**src/rtl/qerr_pkg.sv**
```systemverilog
package qerr_pkg;
   localparam int NUM_SRC    = 5;
   localparam int BIT_MBOX   = 0;
   localparam int BIT_DBOVF  = 1;
   localparam int BIT_RDERR  = 2;
   localparam int BIT_WRERR  = 3;
   localparam int BIT_ENGERR = 4;
   localparam logic [NUM_SRC-1:0] ERR_MASK =
      (NUM_SRC'(1) << BIT_DBOVF) | (NUM_SRC'(1) << BIT_RDERR) | (NUM_SRC'(1) << BIT_WRERR);
   localparam int ADR_ST_CLR = 0;
   localparam int ADR_ST_SET = 1;
   localparam int ADR_EN_SET = 2;
   localparam int ADR_EN_CLR = 3;
   localparam int ADR_CTL    = 4;
endpackage

```
**src/rtl/qerr_bit_reg.sv**
```systemverilog
module qerr_bit_reg #(
   parameter int W      = 5,
   parameter bit HW_SET = 1'b1
) (
   input  logic         clk,
   input  logic         rst_n,
   input  logic [W-1:0] hw_set,
   input  logic [W-1:0] sw_set,
   input  logic [W-1:0] sw_clr,
   output logic [W-1:0] q
);
   localparam logic [W-1:0] HW_MASK = HW_SET ? {W{1'b1}} : {W{1'b0}};

   for (genvar i = 0; i < W; i++) begin : g_bit
      logic set_any;
      assign set_any = (hw_set[i] & HW_MASK[i]) | sw_set[i];
      always_ff @(posedge clk or negedge rst_n) begin
         if (!rst_n)       q[i] <= 1'b0;
         else if (set_any) q[i] <= 1'b1;
         else if (sw_clr[i]) q[i] <= 1'b0;
      end
   end
endmodule

```
**src/rtl/qerr_reg_decode.sv**
```systemverilog
module qerr_reg_decode
   import qerr_pkg::*;
#(
   parameter int ADDR_W = 3,
   parameter int DATA_W = 64
) (
   input  logic               wr,
   input  logic [ADDR_W-1:0]  addr,
   input  logic [DATA_W-1:0]  wdata,
   input  logic [NUM_SRC-1:0] status,
   input  logic [NUM_SRC-1:0] enables,
   input  logic               queue_en,
   output logic [NUM_SRC-1:0] st_set,
   output logic [NUM_SRC-1:0] st_clr,
   output logic [NUM_SRC-1:0] en_set,
   output logic [NUM_SRC-1:0] en_clr,
   output logic               ctl_wr,
   output logic               ctl_val,
   output logic [DATA_W-1:0]  rdata
);
   logic [NUM_SRC-1:0] wbits;
   assign wbits = wdata[NUM_SRC-1:0];

   function automatic logic hit(input logic [ADDR_W-1:0] a, input int sel);
      return a == ADDR_W'(sel);
   endfunction

   always_comb begin
      st_clr  = (wr && hit(addr, ADR_ST_CLR)) ? wbits : '0;
      st_set  = (wr && hit(addr, ADR_ST_SET)) ? wbits : '0;
      en_set  = (wr && hit(addr, ADR_EN_SET)) ? wbits : '0;
      en_clr  = (wr && hit(addr, ADR_EN_CLR)) ? wbits : '0;
      ctl_wr  = wr && hit(addr, ADR_CTL);
      ctl_val = wdata[0];
   end

   always_comb begin
      rdata = '0;
      if (hit(addr, ADR_ST_CLR) || hit(addr, ADR_ST_SET))
         rdata[NUM_SRC-1:0] = status;
      else if (hit(addr, ADR_EN_SET) || hit(addr, ADR_EN_CLR))
         rdata[NUM_SRC-1:0] = enables;
      else if (hit(addr, ADR_CTL))
         rdata[0] = queue_en;
   end
endmodule

```
**src/rtl/qerr_queue_gate.sv**
```systemverilog
module qerr_queue_gate (
   input  logic clk,
   input  logic rst_n,
   input  logic err_hit,
   input  logic cont_on_err,
   input  logic ctl_wr,
   input  logic ctl_val,
   output logic queue_en
);
   always_ff @(posedge clk or negedge rst_n) begin
      if (!rst_n)                    queue_en <= 1'b0;
      else if (err_hit && !cont_on_err) queue_en <= 1'b0;
      else if (ctl_wr)               queue_en <= ctl_val;
   end
endmodule

```
**src/rtl/qerr_irq_ctl.sv**
```systemverilog
module qerr_irq_ctl
   import qerr_pkg::*;
#(
   parameter int ADDR_W = 3,
   parameter int DATA_W = 64
) (
   input  logic               clk,
   input  logic               rst_n,
   input  logic [4:0]         evt_i,
   input  logic               cont_on_err_i,
   input  logic               reg_wr_i,
   input  logic [ADDR_W-1:0]  reg_addr_i,
   input  logic [DATA_W-1:0]  reg_wdata_i,
   output logic [DATA_W-1:0]  reg_rdata_o,
   output logic               queue_en_o,
   output logic               irq_o
);
   if (DATA_W < NUM_SRC) begin : g_bad_data_w
      $error("DATA_W must hold all status bits");
   end
   if ((1 << ADDR_W) <= ADR_CTL) begin : g_bad_addr_w
      $error("ADDR_W too small for the register map");
   end

   logic [NUM_SRC-1:0] status_q, ena_q;
   logic [NUM_SRC-1:0] st_set, st_clr, en_set, en_clr;
   logic               ctl_wr, ctl_val, err_hit;

   qerr_reg_decode #(.ADDR_W(ADDR_W), .DATA_W(DATA_W)) i_dec (
      .wr(reg_wr_i), .addr(reg_addr_i), .wdata(reg_wdata_i),
      .status(status_q), .enables(ena_q), .queue_en(queue_en_o),
      .st_set(st_set), .st_clr(st_clr), .en_set(en_set), .en_clr(en_clr),
      .ctl_wr(ctl_wr), .ctl_val(ctl_val), .rdata(reg_rdata_o)
   );

   qerr_bit_reg #(.W(NUM_SRC), .HW_SET(1'b1)) i_status (
      .clk(clk), .rst_n(rst_n), .hw_set(evt_i),
      .sw_set(st_set), .sw_clr(st_clr), .q(status_q)
   );

   qerr_bit_reg #(.W(NUM_SRC), .HW_SET(1'b0)) i_enable (
      .clk(clk), .rst_n(rst_n), .hw_set('0),
      .sw_set(en_set), .sw_clr(en_clr), .q(ena_q)
   );

   assign err_hit = |((evt_i | st_set) & ERR_MASK);

   qerr_queue_gate i_gate (
      .clk(clk), .rst_n(rst_n), .err_hit(err_hit),
      .cont_on_err(cont_on_err_i), .ctl_wr(ctl_wr), .ctl_val(ctl_val),
      .queue_en(queue_en_o)
   );

   always_ff @(posedge clk or negedge rst_n) begin
      if (!rst_n) irq_o <= 1'b0;
      else        irq_o <= |(status_q & ena_q);
   end
endmodule

```
**config.mk**
```make
export PLATFORM = sky130hd
export DESIGN_NAME = qerr_irq_ctl
export DESIGN_NICKNAME = d
export VERILOG_FILES = /design/src/rtl/qerr_pkg.sv /design/src/rtl/qerr_bit_reg.sv /design/src/rtl/qerr_reg_decode.sv /design/src/rtl/qerr_queue_gate.sv /design/src/rtl/qerr_irq_ctl.sv
export SDC_FILE = /design/constraint.sdc
export NUM_CORES = 1
export LEC_CHECK = 0
export CORE_UTILIZATION = 23
export DETAILED_ROUTE_END_ITERATION = 10
export GPL_TIMING_DRIVEN = 0
export PLACE_DENSITY_LB_ADDON = 0.25
export SLEW_MARGIN = 20
export SYNTH_ARGS = -nofsm -noshare
export SYNTH_HDL_FRONTEND = slang
export SYNTH_SLANG_ARGS = --single-unit
```
**constraint.sdc**
```tcl
create_clock -name clk -period 0.92 [get_ports clk]
set_input_delay 0.092 -clock clk [delete_from_list [all_inputs] [get_ports clk]]
set_output_delay 0.092 -clock clk [all_outputs]
set_load 0.005 [all_outputs]
```
==> results.toml, run 1 <==
[outcome]
status = "finished, violations left"
violations = "setup timing"

[routing]
wire_per_inst_um = 8.89
drtPass1Iterations = 4
top_layer_used = "met4"
dr_wl_met2_um = 1280
routed-wl-met3_um = 247
viasPerCell = 3.39
drc = 0
drtIter0Drc = 53
routed_wl_um = 2600
wl_met1_um = 1040
route.vias.total = 989
ant_nets = 0

[cts]
cts.root.buffer_cell = "clkbuf_8"
tritoncts = "done"
clk_pin_slew_ps = 50
clock_latency_ps = 240
cts.sinks = 12
cts_buffers = 3
htreeDepth = 1
hold_buffers = 0
clock_path_buffers = 2

[power_and_ir_drop]
power.total_mw = 1.83
ir_drop_mv = 0.472
powerDensity_nw_per_um2 = 974
leakagePower_nw = 1.04

[cells_and_area]
area_delta_synth_final_pct = 67.4
design_area_um2 = 1880
final_cell_mix = "74 x buf_4, 59 x conb_1, 12 x dfrtp_1, 8 x clkdlybuf4s50_1"
final_common_cell = "buf_4"
nets = 303
drive_gt1_share_pct = 46.7
antennaDiodeCount = 0

[worst_setup_path]
crit_fanout = 3
slowest_stage = "dfrtp_1"
crit_chain = "mux2i_1, o32ai_2, buf_2"
worst_ep_arrival_time_ps = 1020
ff2ff_path_depth = 3
regToRegEndpoint = "irq_o$_DFF_PN0_"
path_class = "flip-flop to output port"
endpoint = "reg_rdata_o[0]"
required_ps = 830
critPathCaptureType = "output port"
max_stage_delay_ps = 390
critPathTopFamily = "flip-flops"
crit_start = "i_status.q[0]$_DFFE_PN0P_"
ff2ff_setup_slack_ps = -180
critical_path_depth = 3
crit_buf_inv = 1
reg2reg_from = "i_enable.q[3]$_DFFE_PN0P_"
start_kind = "flip-flop"

[logic_synthesis]
syn_area_um2 = 1120
syn_avg_cell_area_um2 = 9.21
synthCells = 122
ys_ff_latch = 12
yosysSeqAreaShare_pct = 26.7
synth_cell_types = 26
synth.yosys.warnings = 0

[global_routing]
grt-ovfl-total = 0
grt_usage_pct = 9.85
grt_pass1_vias = 823
grt_pass1_wl_um = 3910
grt_max_degree = 13
antenna_found_initial = 0

[timing]
rsz0062_at_grt = "yes"
slew_headroom_pct = 63.3
layout_min_cycle_time_ps = 1110
fin_crit_sh_pct = 121
setup_viol = 11
setup_slack_ps = -190
hold_viol = 0
clock.fmax_mhz = 901
skew_ps = 2.15
tightest_slew_ps = 549
slew_viol_final = 0

[floorplan]
start_util_pct = 23.8
fp-row-count = 25
ios = 142
core_um2 = 4720
dieArea_um2 = 5170
die_y_um = 71.9
die_w_um = 71.9

[placement]
dpl-instance-area_um2 = 1670
io_buffers = 23
place_congestion = 0.734
hpwlAfterDp_um = 1870
pre_cts_slack_ps = -957

[worst_hold_path]
hold_path.class = "input pin to async pin"

[job]
drv_cap = 0
==> final cells by class <==
| class | count | area (µm²) |
|---|---|---|
| multi-input combinational | 103 | 591 |
| tap | 67 | 83.8 |
| inverter | 2 | 7.51 |
| sequential | 12 | 300 |
| buffer | 61 | 477 |
| fill | 496 | 2840 |
| clock buffer | 3 | 41.3 |
| timing repair buffer | 44 | 380 |
==> timing repair <==
| action | 4_1_cts | 5_1_grt |
|---|---|---|
| setup buffers | 19 | 4 |
| setup endpoints to repair | 19 | 15 |
| cloned | 0 | 0 |
| gates resized for setup | 54 | 6 |
| pin swaps | 7 | 6 |
==> cells by family (layout without fill, tap and decap cells) <==
family	count (synthesis)	in the layout	share of synthesized area, %
simple gates	17	17	10.8
compound gates	21	21	14.0
flops	12	12	26.7
mux	6	6	5.35
other cells	1	59	0.334
buf+inv	65	110	42.8
==> where the power goes <==
group | internal (mW) | switching, mW | total, mW
registers | 0.586 | 0.0319 | 0.618
logic | 0.451 | 0.285 | 0.737
clock network | 0.288 | 0.190 | 0.478
total | 1.33 | 0.507 | 1.83
==> Yosys cell counts <==
| cell | instances | area (µm²) |
|---|---|---|
| buf_4 | 59 | 443 |
| dfrtp_1 | 12 | 300 |
| mux2i_1 | 6 | 60.1 |
| a21boi_1 | 4 | 30.0 |
| a311o_1 | 4 | 40.0 |
| nand2_1 | 4 | 15.0 |
| nor2_1 | 4 | 15.0 |
| a21oi_1 | 3 | 15.0 |
| a31oi_1 | 3 | 18.8 |
| and4bb_2 | 3 | 37.5 |
| buf_6 | 2 | 22.5 |
| clkbuf_1 | 2 | 7.51 |
| inv_1 | 2 | 7.51 |
| nor3_1 | 2 | 10.0 |
| a211o_1 | 1 | 8.76 |
| a211oi_1 | 1 | 7.51 |
| a222oi_1 | 1 | 10.0 |
| a22oi_1 | 1 | 7.51 |
| and3b_2 | 1 | 10.0 |
| conb_1 | 1 | 3.75 |
| nand4b_1 | 1 | 8.76 |
| nor2b_1 | 1 | 6.26 |
| nor3b_4 | 1 | 18.8 |
| o21ai_0 | 1 | 5.00 |
| o22ai_1 | 1 | 6.26 |
| o32ai_1 | 1 | 8.76 |
==> per-layer routing <==
layer	vias up	track usage [%]
met3	5	4.17
met5	-	0
met4	0	1.96
met1	425	10.9
li1	509	-
met2	50	17.6
==> worst min path at each step <==
stage          startpoint                   endpoint  slack [ps]
4_1_cts             rst_n  i_status.q[2]$_DFFE_PN0P_         230
3_3_place_gp        rst_n  i_enable.q[2]$_DFFE_PN0P_         500
6_report            rst_n  i_status.q[2]$_DFFE_PN0P_         210
5_1_grt          reg_wr_i  i_enable.q[4]$_DFFE_PN0P_         250
2_1_floorplan       rst_n  i_enable.q[0]$_DFFE_PN0P_        -200
3_5_place_dp        rst_n  i_status.q[2]$_DFFE_PN0P_         490
==> per-stage QoR <==
stage	std cells	util, %	TNS, ps	hold slack (ps)
detailed placement	270	35.3	-10160	489
CTS	291	39.4	-1160	234
global route	292	39.8	-1590	248
global placement	270	35.3	-10220	496
finish	292	39.8	-1090	209
floorplan	180	-	-318	-204
==> flip-flops by register name (all words and copies together), names as in the netlist <==
signal / flops
irq_o: 1
i_enable.q: 5
i_status.q: 5
i_gate.queue_en: 1
Note: power is estimated with default switching activity, not from simulation.
==> inputs of run 2 (changes only) <==
CORE_UTILIZATION = 24   (was 23)
CTS_BUF_LIST = sky130_fd_sc_hd__clkbuf_4 sky130_fd_sc_hd__clkbuf_8   (was not set)
==> results.toml, run 2 (synthesized netlist as in run 1, its figures left out) <==
[outcome]
status = "finished, violations left"
violations = "setup timing"

[cts]
cts.sinks = 12
cts_buffers = 3
cts.root.buffer_cell = "clkbuf_8"
htreeDepth = 1
tritoncts = "done"
clock_latency_ps = 240
hold_buffers = 0
clock_path_buffers = 2
clk_pin_slew_ps = 50

[floorplan]
die_y_um = 70.4
ios = 142
fp-row-count = 24
start_util_pct = 25.5
dieArea_um2 = 4960
core_um2 = 4410
die_w_um = 70.4

[power_and_ir_drop]
ir_drop_mv = 0.746
powerDensity_nw_per_um2 = 1020
power.total_mw = 1.90
leakagePower_nw = 1.05

[worst_setup_path]
ff2ff_setup_slack_ps = -150
path_class = "flip-flop to output port"
required_ps = 830
crit_fanout = 3
critPathCaptureType = "output port"
start_kind = "flip-flop"
regToRegEndpoint = "irq_o$_DFF_PN0_"
worst_ep_arrival_time_ps = 1080
ff2ff_path_depth = 3
reg2reg_from = "i_status.q[0]$_DFFE_PN0P_"

[routing]
route.vias.total = 961
drtIter0Drc = 43
ant_nets = 0
routed_wl_um = 2570
wire_per_inst_um = 9.25
viasPerCell = 3.46
drtPass1Iterations = 4
drc = 0

[timing]
clock.fmax_mhz = 851
setup_slack_ps = -256
setup_viol = 10
fin_crit_sh_pct = 128
layout_min_cycle_time_ps = 1180
fin_setup_tns_ps = -984
tightest_slew_ps = 548
skew_ps = 1.63
slew_headroom_pct = 63.3
slew_viol_final = 0
rsz0062_at_grt = "yes"
hold_viol = 0

[placement]
hpwlAfterDp_um = 1790
io_buffers = 23
place_congestion = 0.719
pre_cts_slack_ps = -927

[cells_and_area]
area_delta_synth_final_pct = 65.7
drive_gt1_share_pct = 46.5
final_cell_mix = "76 x buf_4, 59 x conb_1, 12 x dfrtp_1, 8 x clkdlybuf4s50_1, 8 x buf_2"
nets = 303
ff_latch_area_um2 = 300
antennaDiodeCount = 0
multi_input_area_um2 = 583
final_common_cell = "buf_4"
reg.largest.list = "i_enable.q: 5 flops, i_status.q: 5 flops"
fillers = 437

[worst_hold_path]
hold_path.class = "input pin to async pin"

[global_routing]
grt_pass1_wl_um = 3820
grt_usage_pct = 9.93
grt_pass1_vias = 771
antenna_found_initial = 0
grt-ovfl-total = 0
grt_max_degree = 13

[job]
drv_cap = 0
## run 2: cell types whose count changed in the layout (fill, tap and decap cells not counted), moves of 2 or more
| cell | change |
|---|---|
| buf_6 | -3 |
| a21oi_1 | +2 |
| a21oi_2 | -2 |
| buf_4 | +2 |
## run 2: cell type report
type	instances	area share [%]
Buffer	62	26.2
Clock buffer	4	2.96
Inverter	2	0.403
Multi-Input combinational cell	103	31.3
Sequential cell	12	16.1
Tap cell	52	3.49
Timing Repair Buffer	43	19.5
## run 2: what timing repair did
item,CTS,global route
resized for setup,49,5
cloned,1,0
setup buffers,15,4
setup endpoints to repair,19,14
hold endpoints to repair,0,0
pin swaps,6,5
## run 2: stage by stage
| stage | cells | cell area (µm²) | hold slack (ps) | util (%) |
|---|---|---|---|---|
| after floorplan | 180 | 1350 | -204 | - |
| after global placement | 255 | 1650 | 491 | 37.3 |
| after detailed placement | 255 | 1650 | 494 | 37.3 |
| after CTS | 274 | 1820 | 204 | 41.2 |
| after global routing | 278 | 1860 | 248 | 42.2 |
| final | 278 | 1860 | 208 | 42.2 |
## run 2: per-layer routing
metal | vias to the layer above | track usage [%] | wire length (µm)
met5 | - | 0 | 0
met4 | 0 | 1.33 | 10
met3 | 2 | 5.05 | 293
met2 | 50 | 15.2 | 1190
met1 | 398 | 12.7 | 1080
li1 | 511 | - | -
## run 2: worst max-delay path: stages (launching register included)
cell	delay [ps]
dfrtp_1	400
mux2i_2	180
o32ai_2	120
buf_2	140
## run 2: power by group
| group | total [mW] | internal [mW] | switching, mW |
|---|---|---|---|
| Sequential | 0.619 | 0.586 | 0.0335 |
| Clock | 0.578 | 0.378 | 0.200 |
| Combinational | 0.704 | 0.434 | 0.271 |
## run 2: worst max path at each step
stage / slack, ps / end / startpoint
floorplan: -80 / i_status.q[0]$_DFFE_PN0P_ / reg_addr_i[1]
global placement: -960 / reg_rdata_o[0] / reg_addr_i[0]
detailed placement: -930 / reg_rdata_o[0] / reg_addr_i[0]
CTS: -210 / reg_rdata_o[0] / i_enable.q[0]$_DFFE_PN0P_
global route: -300 / reg_rdata_o[0] / i_enable.q[0]$_DFFE_PN0P_
finish: -260 / reg_rdata_o[0] / i_status.q[0]$_DFFE_PN0P_
